[config.mk]
export PLATFORM = sky130hd
export DESIGN_NAME = buck_mode_ctrl
export DESIGN_NICKNAME = d
export VERILOG_FILES = /design/src/rtl/buck_pkg.sv /design/src/rtl/buck_phase_timer.sv /design/src/rtl/buck_mode_sel.sv /design/src/rtl/buck_switch_seq.sv /design/src/rtl/buck_mode_ctrl.sv
export SDC_FILE = /design/constraint.sdc
export NUM_CORES = 1
export LEC_CHECK = 0
export BUFFER_PORTS_ARGS = -buffer_cell sky130_fd_sc_hd__buf_2
export CAP_MARGIN = 15
export CORE_ASPECT_RATIO = 0.9
export CORE_UTILIZATION = 50
export CTS_CLUSTER_SIZE = 16
export DETAILED_ROUTE_END_ITERATION = 16
export GPL_TIMING_DRIVEN = 1
export PLACE_DENSITY = 0.71
export SLEW_MARGIN = 5
export SYNTH_ARGS = -nofsm -noshare
export SYNTH_HDL_FRONTEND = slang
export SYNTH_HIERARCHICAL = 1
export SYNTH_SLANG_ARGS = --single-unit
[constraint.sdc]
create_clock -name clk_i -period 1.8 [get_ports clk_i]
set_input_delay 0.18 -clock clk_i [delete_from_list [all_inputs] [get_ports clk_i]]
set_output_delay 0.18 -clock clk_i [all_outputs]
set_load 0.05 [all_outputs]
[src/rtl/buck_pkg.sv]
package buck_pkg;
  typedef enum logic [2:0] {
    ST_OFF,
    ST_HS,
    ST_GAP,
    ST_LS,
    ST_IDLE
  } sw_state_e;
endpackage

[src/rtl/buck_phase_timer.sv]
module buck_phase_timer #(
  parameter int PERIOD_CLKS = 8,
  parameter int NCONV       = 2
) (
  input  logic             clk_i,
  input  logic             rst_ni,
  output logic [NCONV-1:0] start_o
);
  localparam int CW = (PERIOD_CLKS > 1) ? $clog2(PERIOD_CLKS) : 1;

  logic [CW-1:0] cnt_q;

  always_ff @(posedge clk_i or negedge rst_ni) begin
    if (!rst_ni)                              cnt_q <= '0;
    else if (cnt_q == CW'(PERIOD_CLKS - 1))   cnt_q <= '0;
    else                                      cnt_q <= cnt_q + 1'b1;
  end

  // evenly spaced phase offsets, converter 0 is the master
  for (genvar i = 0; i < NCONV; i++) begin : g_phase
    assign start_o[i] = (cnt_q == CW'((i * PERIOD_CLKS) / NCONV));
  end

  AST_ONE_START: assert property (@(posedge clk_i) disable iff (!rst_ni)
    $onehot0(start_o));
endmodule

[src/rtl/buck_mode_sel.sv]
module buck_mode_sel #(
  parameter int LIGHT_CYCLES = 8
) (
  input  logic clk_i,
  input  logic rst_ni,
  input  logic run_i,
  input  logic start_i,
  input  logic light_i,
  input  logic below_lo_i,
  input  logic fpwm_i,
  output logic pfm_o
);
  localparam int LW = $clog2(LIGHT_CYCLES + 1);

  logic [LW-1:0] light_cnt_q;
  logic          pfm_q;

  always_ff @(posedge clk_i or negedge rst_ni) begin
    if (!rst_ni) begin
      pfm_q       <= 1'b0;
      light_cnt_q <= '0;
    end else if (!run_i || fpwm_i) begin
      pfm_q       <= 1'b0;
      light_cnt_q <= '0;
    end else if (pfm_q) begin
      light_cnt_q <= '0;
      if (below_lo_i) pfm_q <= 1'b0;
    end else if (start_i) begin
      if (!light_i) begin
        light_cnt_q <= '0;
      end else if (light_cnt_q == LW'(LIGHT_CYCLES - 1)) begin
        pfm_q       <= 1'b1;
        light_cnt_q <= '0;
      end else begin
        light_cnt_q <= light_cnt_q + 1'b1;
      end
    end
  end

  assign pfm_o = pfm_q;

  AST_FPWM_CLEARS: assert property (@(posedge clk_i) disable iff (!rst_ni)
    fpwm_i |=> !pfm_o);
  AST_EXIT_LOW: assert property (@(posedge clk_i) disable iff (!rst_ni)
    (pfm_o && below_lo_i) |=> !pfm_o);
  AST_ENTRY_AT_START: assert property (@(posedge clk_i) disable iff (!rst_ni)
    $rose(pfm_o) |-> $past(start_i && light_i && run_i));
endmodule

[src/rtl/buck_switch_seq.sv]
module buck_switch_seq
  import buck_pkg::*;
#(
  parameter int DEAD_CLKS = 2
) (
  input  logic clk_i,
  input  logic rst_ni,
  input  logic run_i,
  input  logic start_i,
  input  logic pfm_i,
  input  logic above_hi_i,
  input  logic trip_i,
  output logic hs_o,
  output logic ls_o
);
  localparam int DW = $clog2(DEAD_CLKS + 1);

  sw_state_e     st_q;
  logic [DW-1:0] gap_q;
  sw_state_e     launch;

  // at a cycle start, power-save with output high means stay idle
  assign launch = (pfm_i && above_hi_i) ? ST_IDLE : ST_HS;

  always_ff @(posedge clk_i or negedge rst_ni) begin
    if (!rst_ni) begin
      st_q  <= ST_OFF;
      gap_q <= '0;
    end else if (!run_i) begin
      st_q  <= ST_OFF;
      gap_q <= '0;
    end else begin
      unique case (st_q)
        ST_OFF:  if (start_i) st_q <= ST_HS;
        ST_HS: begin
          // a start while still on keeps the switch on (full duty)
          if (!start_i && trip_i) begin
            st_q  <= ST_GAP;
            gap_q <= '0;
          end
        end
        ST_GAP: begin
          if (start_i)                          st_q  <= launch;
          else if (gap_q == DW'(DEAD_CLKS - 1)) st_q  <= ST_LS;
          else                                  gap_q <= gap_q + 1'b1;
        end
        ST_LS:   if (start_i) st_q <= launch;
        ST_IDLE: if (pfm_i ? !above_hi_i : start_i) st_q <= ST_HS;
        default: st_q <= ST_OFF;
      endcase
    end
  end

  assign hs_o = (st_q == ST_HS);
  assign ls_o = (st_q == ST_LS);

  AST_NO_SHOOT: assert property (@(posedge clk_i) disable iff (!rst_ni)
    !(hs_o && ls_o));
  AST_LS_AFTER_GAP: assert property (@(posedge clk_i) disable iff (!rst_ni)
    $rose(ls_o) |-> $past(!hs_o));
  AST_HS_AT_START: assert property (@(posedge clk_i) disable iff (!rst_ni)
    ($rose(hs_o) && !$past(pfm_i)) |-> $past(start_i));
  AST_FULL_DUTY: assert property (@(posedge clk_i) disable iff (!rst_ni)
    (hs_o && start_i && run_i) |=> hs_o);
  AST_OFF_WHEN_STOPPED: assert property (@(posedge clk_i) disable iff (!rst_ni)
    !run_i |=> (!hs_o && !ls_o));
endmodule

[src/rtl/buck_mode_ctrl.sv]
module buck_mode_ctrl #(
  parameter int NCONV        = 2,
  parameter int PERIOD_CLKS  = 8,
  parameter int DEAD_CLKS    = 2,
  parameter int LIGHT_CYCLES = 8
) (
  input  logic             clk_i,
  input  logic             rst_ni,
  input  logic [NCONV-1:0] ramp_trip_i,
  input  logic [NCONV-1:0] ilim_i,
  input  logic [NCONV-1:0] above_hi_i,
  input  logic [NCONV-1:0] below_lo_i,
  input  logic [NCONV-1:0] light_load_i,
  input  logic [NCONV-1:0] en_pin_i,
  input  logic [NCONV-1:0] en_bit_i,
  input  logic [NCONV-1:0] fpwm_i,
  input  logic [NCONV-1:0] therm_fault_i,
  output logic [NCONV-1:0] hs_on_o,
  output logic [NCONV-1:0] ls_on_o,
  output logic [NCONV-1:0] pfm_o
);
  logic [NCONV-1:0] start;
  logic [NCONV-1:0] run;
  logic             fault_any;

  assign fault_any = |therm_fault_i;

  buck_phase_timer #(
    .PERIOD_CLKS(PERIOD_CLKS),
    .NCONV      (NCONV)
  ) u_timer (
    .clk_i  (clk_i),
    .rst_ni (rst_ni),
    .start_o(start)
  );

  for (genvar i = 0; i < NCONV; i++) begin : g_conv
    assign run[i] = (en_pin_i[i] ^ en_bit_i[i]) && !fault_any;

    buck_mode_sel #(
      .LIGHT_CYCLES(LIGHT_CYCLES)
    ) u_mode (
      .clk_i     (clk_i),
      .rst_ni    (rst_ni),
      .run_i     (run[i]),
      .start_i   (start[i]),
      .light_i   (light_load_i[i]),
      .below_lo_i(below_lo_i[i]),
      .fpwm_i    (fpwm_i[i]),
      .pfm_o     (pfm_o[i])
    );

    buck_switch_seq #(
      .DEAD_CLKS(DEAD_CLKS)
    ) u_seq (
      .clk_i     (clk_i),
      .rst_ni    (rst_ni),
      .run_i     (run[i]),
      .start_i   (start[i]),
      .pfm_i     (pfm_o[i]),
      .above_hi_i(above_hi_i[i]),
      .trip_i    (ramp_trip_i[i] | ilim_i[i]),
      .hs_o      (hs_on_o[i]),
      .ls_o      (ls_on_o[i])
    );
  end

  AST_THERMAL_ALL_OFF: assert property (@(posedge clk_i) disable iff (!rst_ni)
    fault_any |=> (hs_on_o == '0 && ls_on_o == '0));
endmodule

# Word level (Yosys, flattened, before mapping)
# Cells that the tools add are included.
# classes
addsub	5
n_eq_ne	30
mux	53
bitwise	4
reduce_logical	25
# op_table
cell	count
2-to-1 mux 3 bit	17
inequality test 3 bit (second input constant)	14
2-to-1 mux 4 bit	10
case mux 3 bit (5 select lines)	2
2-to-1 mux 2 bit	8
2-to-1 mux 1 bit	14
equality test 3 x 2 -> 1 bit (second input constant)	4
equality test 3 bit (second input constant)	4
AND reduction 5 bit	2
logical NOT 3 bit	3
adder 4 x 1 -> 4 bit (second input constant)	2
equality test 4 x 3 -> 1 bit (second input constant)	2
inequality test 4 bit (second input constant)	2
case mux 2 bit (2 select lines)	2
AND reduction 4 bit	2
logical NOT 1 bit	7
equality test 3 x 1 -> 1 bit (second input constant)	2
logical AND 1 bit	6
nonzero test 3 bit	2
adder 2 x 1 -> 2 bit (second input constant)	2
equality test 2 x 1 -> 1 bit (second input constant)	2
adder 3 x 1 -> 3 bit (second input constant)	1
logical OR 1 bit	2
bitwise OR 1 bit	2
2 further kinds	3
# word_totals
reg_bits	23
inputBits	20
out_inout_bits	6
elab_cells	126

# Logic depth before layout (Yosys ltp)
# logic_depth
ltp_word	6
depth_mapped	8
mapped_depth_nobuf	7

# Modules after synthesis
# The synthesis kept the hierarchy.
# by_module_without_submodules
module	n_inst	cells_each	area_per_inst_um2
buck_mode_sel	2	29	280.3
buck_switch_seq at g_conv[0].u_seq	1	46	441.7
buck_switch_seq at g_conv[1].u_seq	1	42	409.1
buck_phase_timer	1	12	146.4
buck_mode_ctrl	1	6	40.0

# Worst setup path after synthesis
# OpenSTA, ideal clock, no wires.
# synth_path
kind	flip-flop to output port
start	reg g_conv[1].u_seq.st_q[0]
end	out hs_on_o[1]
arrival_time_ps	1844
slack_ps	-224
path_stages_with_launch	3
path_buffers	1
cell_sequence	dfrtp_1 clkbuf_1 nor3b_1
# synth_between
elab_chain_len	1
# synth_lines
element	line	source
start: declaration	buck_switch_seq.sv:18	sw_state_e st_q;
start signal: assignment	buck_switch_seq.sv:43	if (start_i) st_q <= launch;
start signal: assignment	buck_switch_seq.sv:47	ST_LS: if (start_i) st_q <= launch;
equality test 3 x 1 -> 1 bit	buck_switch_seq.sv:54	assign hs_o = (st_q == ST_HS);
end: declaration	buck_mode_ctrl.sv:18	output logic [NCONV-1:0] hs_on_o,
# No other way between the ends.

# Final worst setup path
# layout_path
start	reg u_timer.cnt_q[0]
end	reg g_conv[1].u_seq.st_q[0]
# layout_between
elab_chain_len	5
elab_cells_between_ends	13
classes_between	eq/ne (6); mux (4); reduce/logical (3)
# layout_lines
element	line	source
start: declaration	buck_phase_timer.sv:11	logic [CW-1:0] cnt_q;
start signal: assignment	buck_phase_timer.sv:16	else cnt_q <= cnt_q + 1'b1;
equality test 3 bit (*)	buck_phase_timer.sv:21	assign start_o[i] = (cnt_q == CW'((i * PERIOD_CLKS) / NCONV));
net start[1]	buck_mode_ctrl.sv:22	logic [NCONV-1:0] start;
logical NOT 1 bit	buck_switch_seq.sv:37	if (!start_i && trip_i) begin
logical AND 1 bit	buck_switch_seq.sv:37	
inequality test 3 bit (no source line)	-	
AND reduction 5 bit (no source line)	-	
# Mark *: on every way through the listed nets, which the timed path passes. The rest lies on a longest branch.
# A chain may end at the register's enable or synchronous reset.

==> metrics.txt <==
run status finished, violations left; failing checks setup timing; gr ovfl total 0; Core Area 3040 um2; Post-synth ARST share 100%; Antenna Violating Nets Remaining 0; Required @ worst endpoint 2.00 ns; GR Util All Layers 20.2%; Synth Area in XOR/XNOR 1.10%; Hold Startpoint fpwm_i[0]; Die ar. 3430 um2; drt first pass iters 4; worst reg2reg startpoint u_timer/cnt_q[0]; Tightest Pin Transition 0.520 ns; Placer Congestion 0.853; Seq cells post-synth 23; Critical Path Sink Type flop; n_diodes 0; H-tree Lvls 1; Seq pwr share 60.3%; Final Hold Vio Count 0; Switching Power 0.000215 W; initial antenna violation count 0; worst-path cell chain inv_1 -> ha_2 -> and2_4 -> nor2b_1 -> or4b_4 -> o311ai_4 -> mux2_4; Slew Viols, Final 0; CP Depth 7; Synth Cell Area 1600 um2; Port Buffers 25; Initial Util 52.5%; CP max FO 4; CP delay by family, top simple AND/OR/NAND/NOR gates; IR drop worst, VDD 0.354 mV; fin crit share 103%; post-synthesis sequential area ratio 36.0%; number of global-route vias before repair 1,294; clock share of power 26.4%; Sw Share 24.6%; reg2reg end g_conv[1].u_seq/st_q[0]; post-synthesis adder-cell area fraction 5.48%; Syn Nets 191; hpwl dp 2380 um; TritonCTS clock tree yes; reg2reg setup slack -0.05 ns; Critical Path Slowest Stage Cell or4b_4; most used flip-flop cell after synthesis dfrtp_1; first-pass GRT wire length 5290 um; Clock Latency Late Sink 0.30 ns; top post-synthesis cells by area dfrtp_1, ha_1, buf_6, nor2_1, a21oi_1; fill count 275; P_leak 0.801 nW; largest net degree at the start of global routing 24; largest area contributor in the netlist dfrtp_1; Max Freq 540 MHz; final setup margin -0.0524 ns; DR iter-0 viols 106; simple-gate share of the synthesized area 28.1%; Hold Crit Depth 2; Vias 1,319; Startpoint Class flop; post-layout min period 1.85 ns; Compound-Gate Fraction of Synth Area 20.4%; RSZ-0062 raised after global routing true; dpl ws -0.0283 ns; Layout Skew 0.00323 ns; endpoints failing setup 2; Rows 19; r2r worst-path depth 7; cells after synthesis 164; fin nets 228; area of the multi-input gates 938 um2; power share of the combinational group 13.4%; Root Buffer clkbuf_4; post-synth top area share 36.0%; Area Overhead vs Synth 16.7%; CTS Buf Count 3; number of enable flip-flop cells after synthesis 0; layout cells sized above 1 35.0%; Boundary Pins 26; critical path arrival 2.05 ns; Die Height 55.6 um; CTS sink count 23; clk slew on worst S/H paths 0.12 ns; Yosys warning count 6; CTS Buffer Depth 2; PwrDens 470 nW/um2; post-synthesis mux area share 2.51%; via/cell ratio 5.45; setup TNS -0.101 ns; Mean Syn Cell Area 9.74 um2; drc violations 0; slew margin rel. 65.4%; Routed WL 3110 um; Int Pwr 0.000660 W; Avg WL per Cell 12.8 um; distinct cell type count after synthesis 52; Die X 61.6 um; HP Class input pin to flop; Hold Path End g_conv[0].u_mode/pfm_o; worst path bufs/invs 1; Crit Path Class flop to flop; sequential cell area 577 um2; CP max stage delay 0.49 ns; main combinational cell family by area after synthesis simple AND/OR/NAND/NOR gates; maxcap violations 0
cell families after synthesis:
group           Yosys count
mux                       3
flops                    23
compound gates           39
fa+ha+maj                 7
buf+inv                  17
simple gates             73
xor+xnor                  2
final cells by class:
cell class / instances / share of cell area, %
Sequential cell: 23 / 30.9
Clock buffer: 4 / 1.41
Tap cell: 42 / 2.82
Inverter: 10 / 2.01
Multi-Input combinational cell: 124 / 50.3
Timing Repair Buffer: 39 / 12.5
layer usage:
layer	GRT usage (%)	up-vias	part of all wire (%)
met5	0	-	0
li1	-	665	-
met2	35.9	29	51
met4	4.44	0	0.52
met1	24.2	623	45
met3	4.65	2	3.7
synth_stat cells (all sizes together), types with 5 or more instances:
| master | number |
|---|---|
| inv | 10 |
| nand2 | 13 |
| nor3b | 5 |
| nor2 | 14 |
| nor2b | 6 |
| nand2b | 6 |
| buf | 6 |
| ha | 7 |
| dfrtp | 23 |
| a21oi | 11 |
| nand3 | 5 |
cells in the final DEF (no fill, tap or decap), drive strengths merged, types with 5 or more instances in the layout:
master  Yosys  routed
inv        10      10
nand2      13      13
nor3b       5       5
nor2       14      14
ha          7       7
nor2b       6       6
nand3       5       5
buf         6      38
dfrtp      23      23
nand2b      6       6
a21oi      11      11
flip-flops by register name, summed over array words and instances (netlist names):
signal / count
g_conv.u_mode/light_cnt_q: 8
g_conv.u_seq/st_q: 6
u_timer/cnt_q: 3
g_conv.u_seq/gap_q: 4
g_conv.u_mode/pfm_o: 2
worst max path at each step:
stage / from / to / slack, ns
floorplan: u_timer/cnt_q[0] / g_conv[1].u_seq/st_q[0] / -0.03
global placement: en_bit_i[1] / g_conv[1].u_seq/st_q[2] / -0.0009
detailed placement: u_timer/cnt_q[0] / g_conv[1].u_seq/st_q[2] / -0.03
CTS: u_timer/cnt_q[0] / g_conv[1].u_seq/st_q[0] / -0.05
global route: u_timer/cnt_q[0] / g_conv[1].u_seq/st_q[0] / -0.11
finish: u_timer/cnt_q[0] / g_conv[1].u_seq/st_q[0] / -0.05
power by group through the flow:
stage                     Sequential (W)  Combinational (W)  Clock [W]
after floorplan                 0.000533          0.0000701          0
after global placement          0.000537           0.000112          0
after detailed placement        0.000538           0.000116          0
after CTS                       0.000528           0.000118   0.000250
after global routing            0.000529           0.000130   0.000268
final                           0.000528           0.000117   0.000231
per-stage QoR:
stage	hold slack (ns)	utilization (%)	area (um2)	power (W)	std cells
floorplan	-0.116	-	1610	0.000603	164
global placement	0.181	59.5	1810	0.000650	235
detailed placement	0.183	59.5	1810	0.000654	235
CTS	0.00765	60.6	1850	0.000896	240
global route	0.00659	61.3	1860	0.000926	242
finish	0.0234	61.3	1860	0.000876	242
repair_timing:
action                     CTS  global route
hold buffers                 1             0
setup endpoints to repair    2             6
gates resized for setup      0             2
hold endpoints to repair    23             0
buffers inserted             0             2
pin swaps                    0             1
Note: power is estimated with default switching activity, not from simulation.
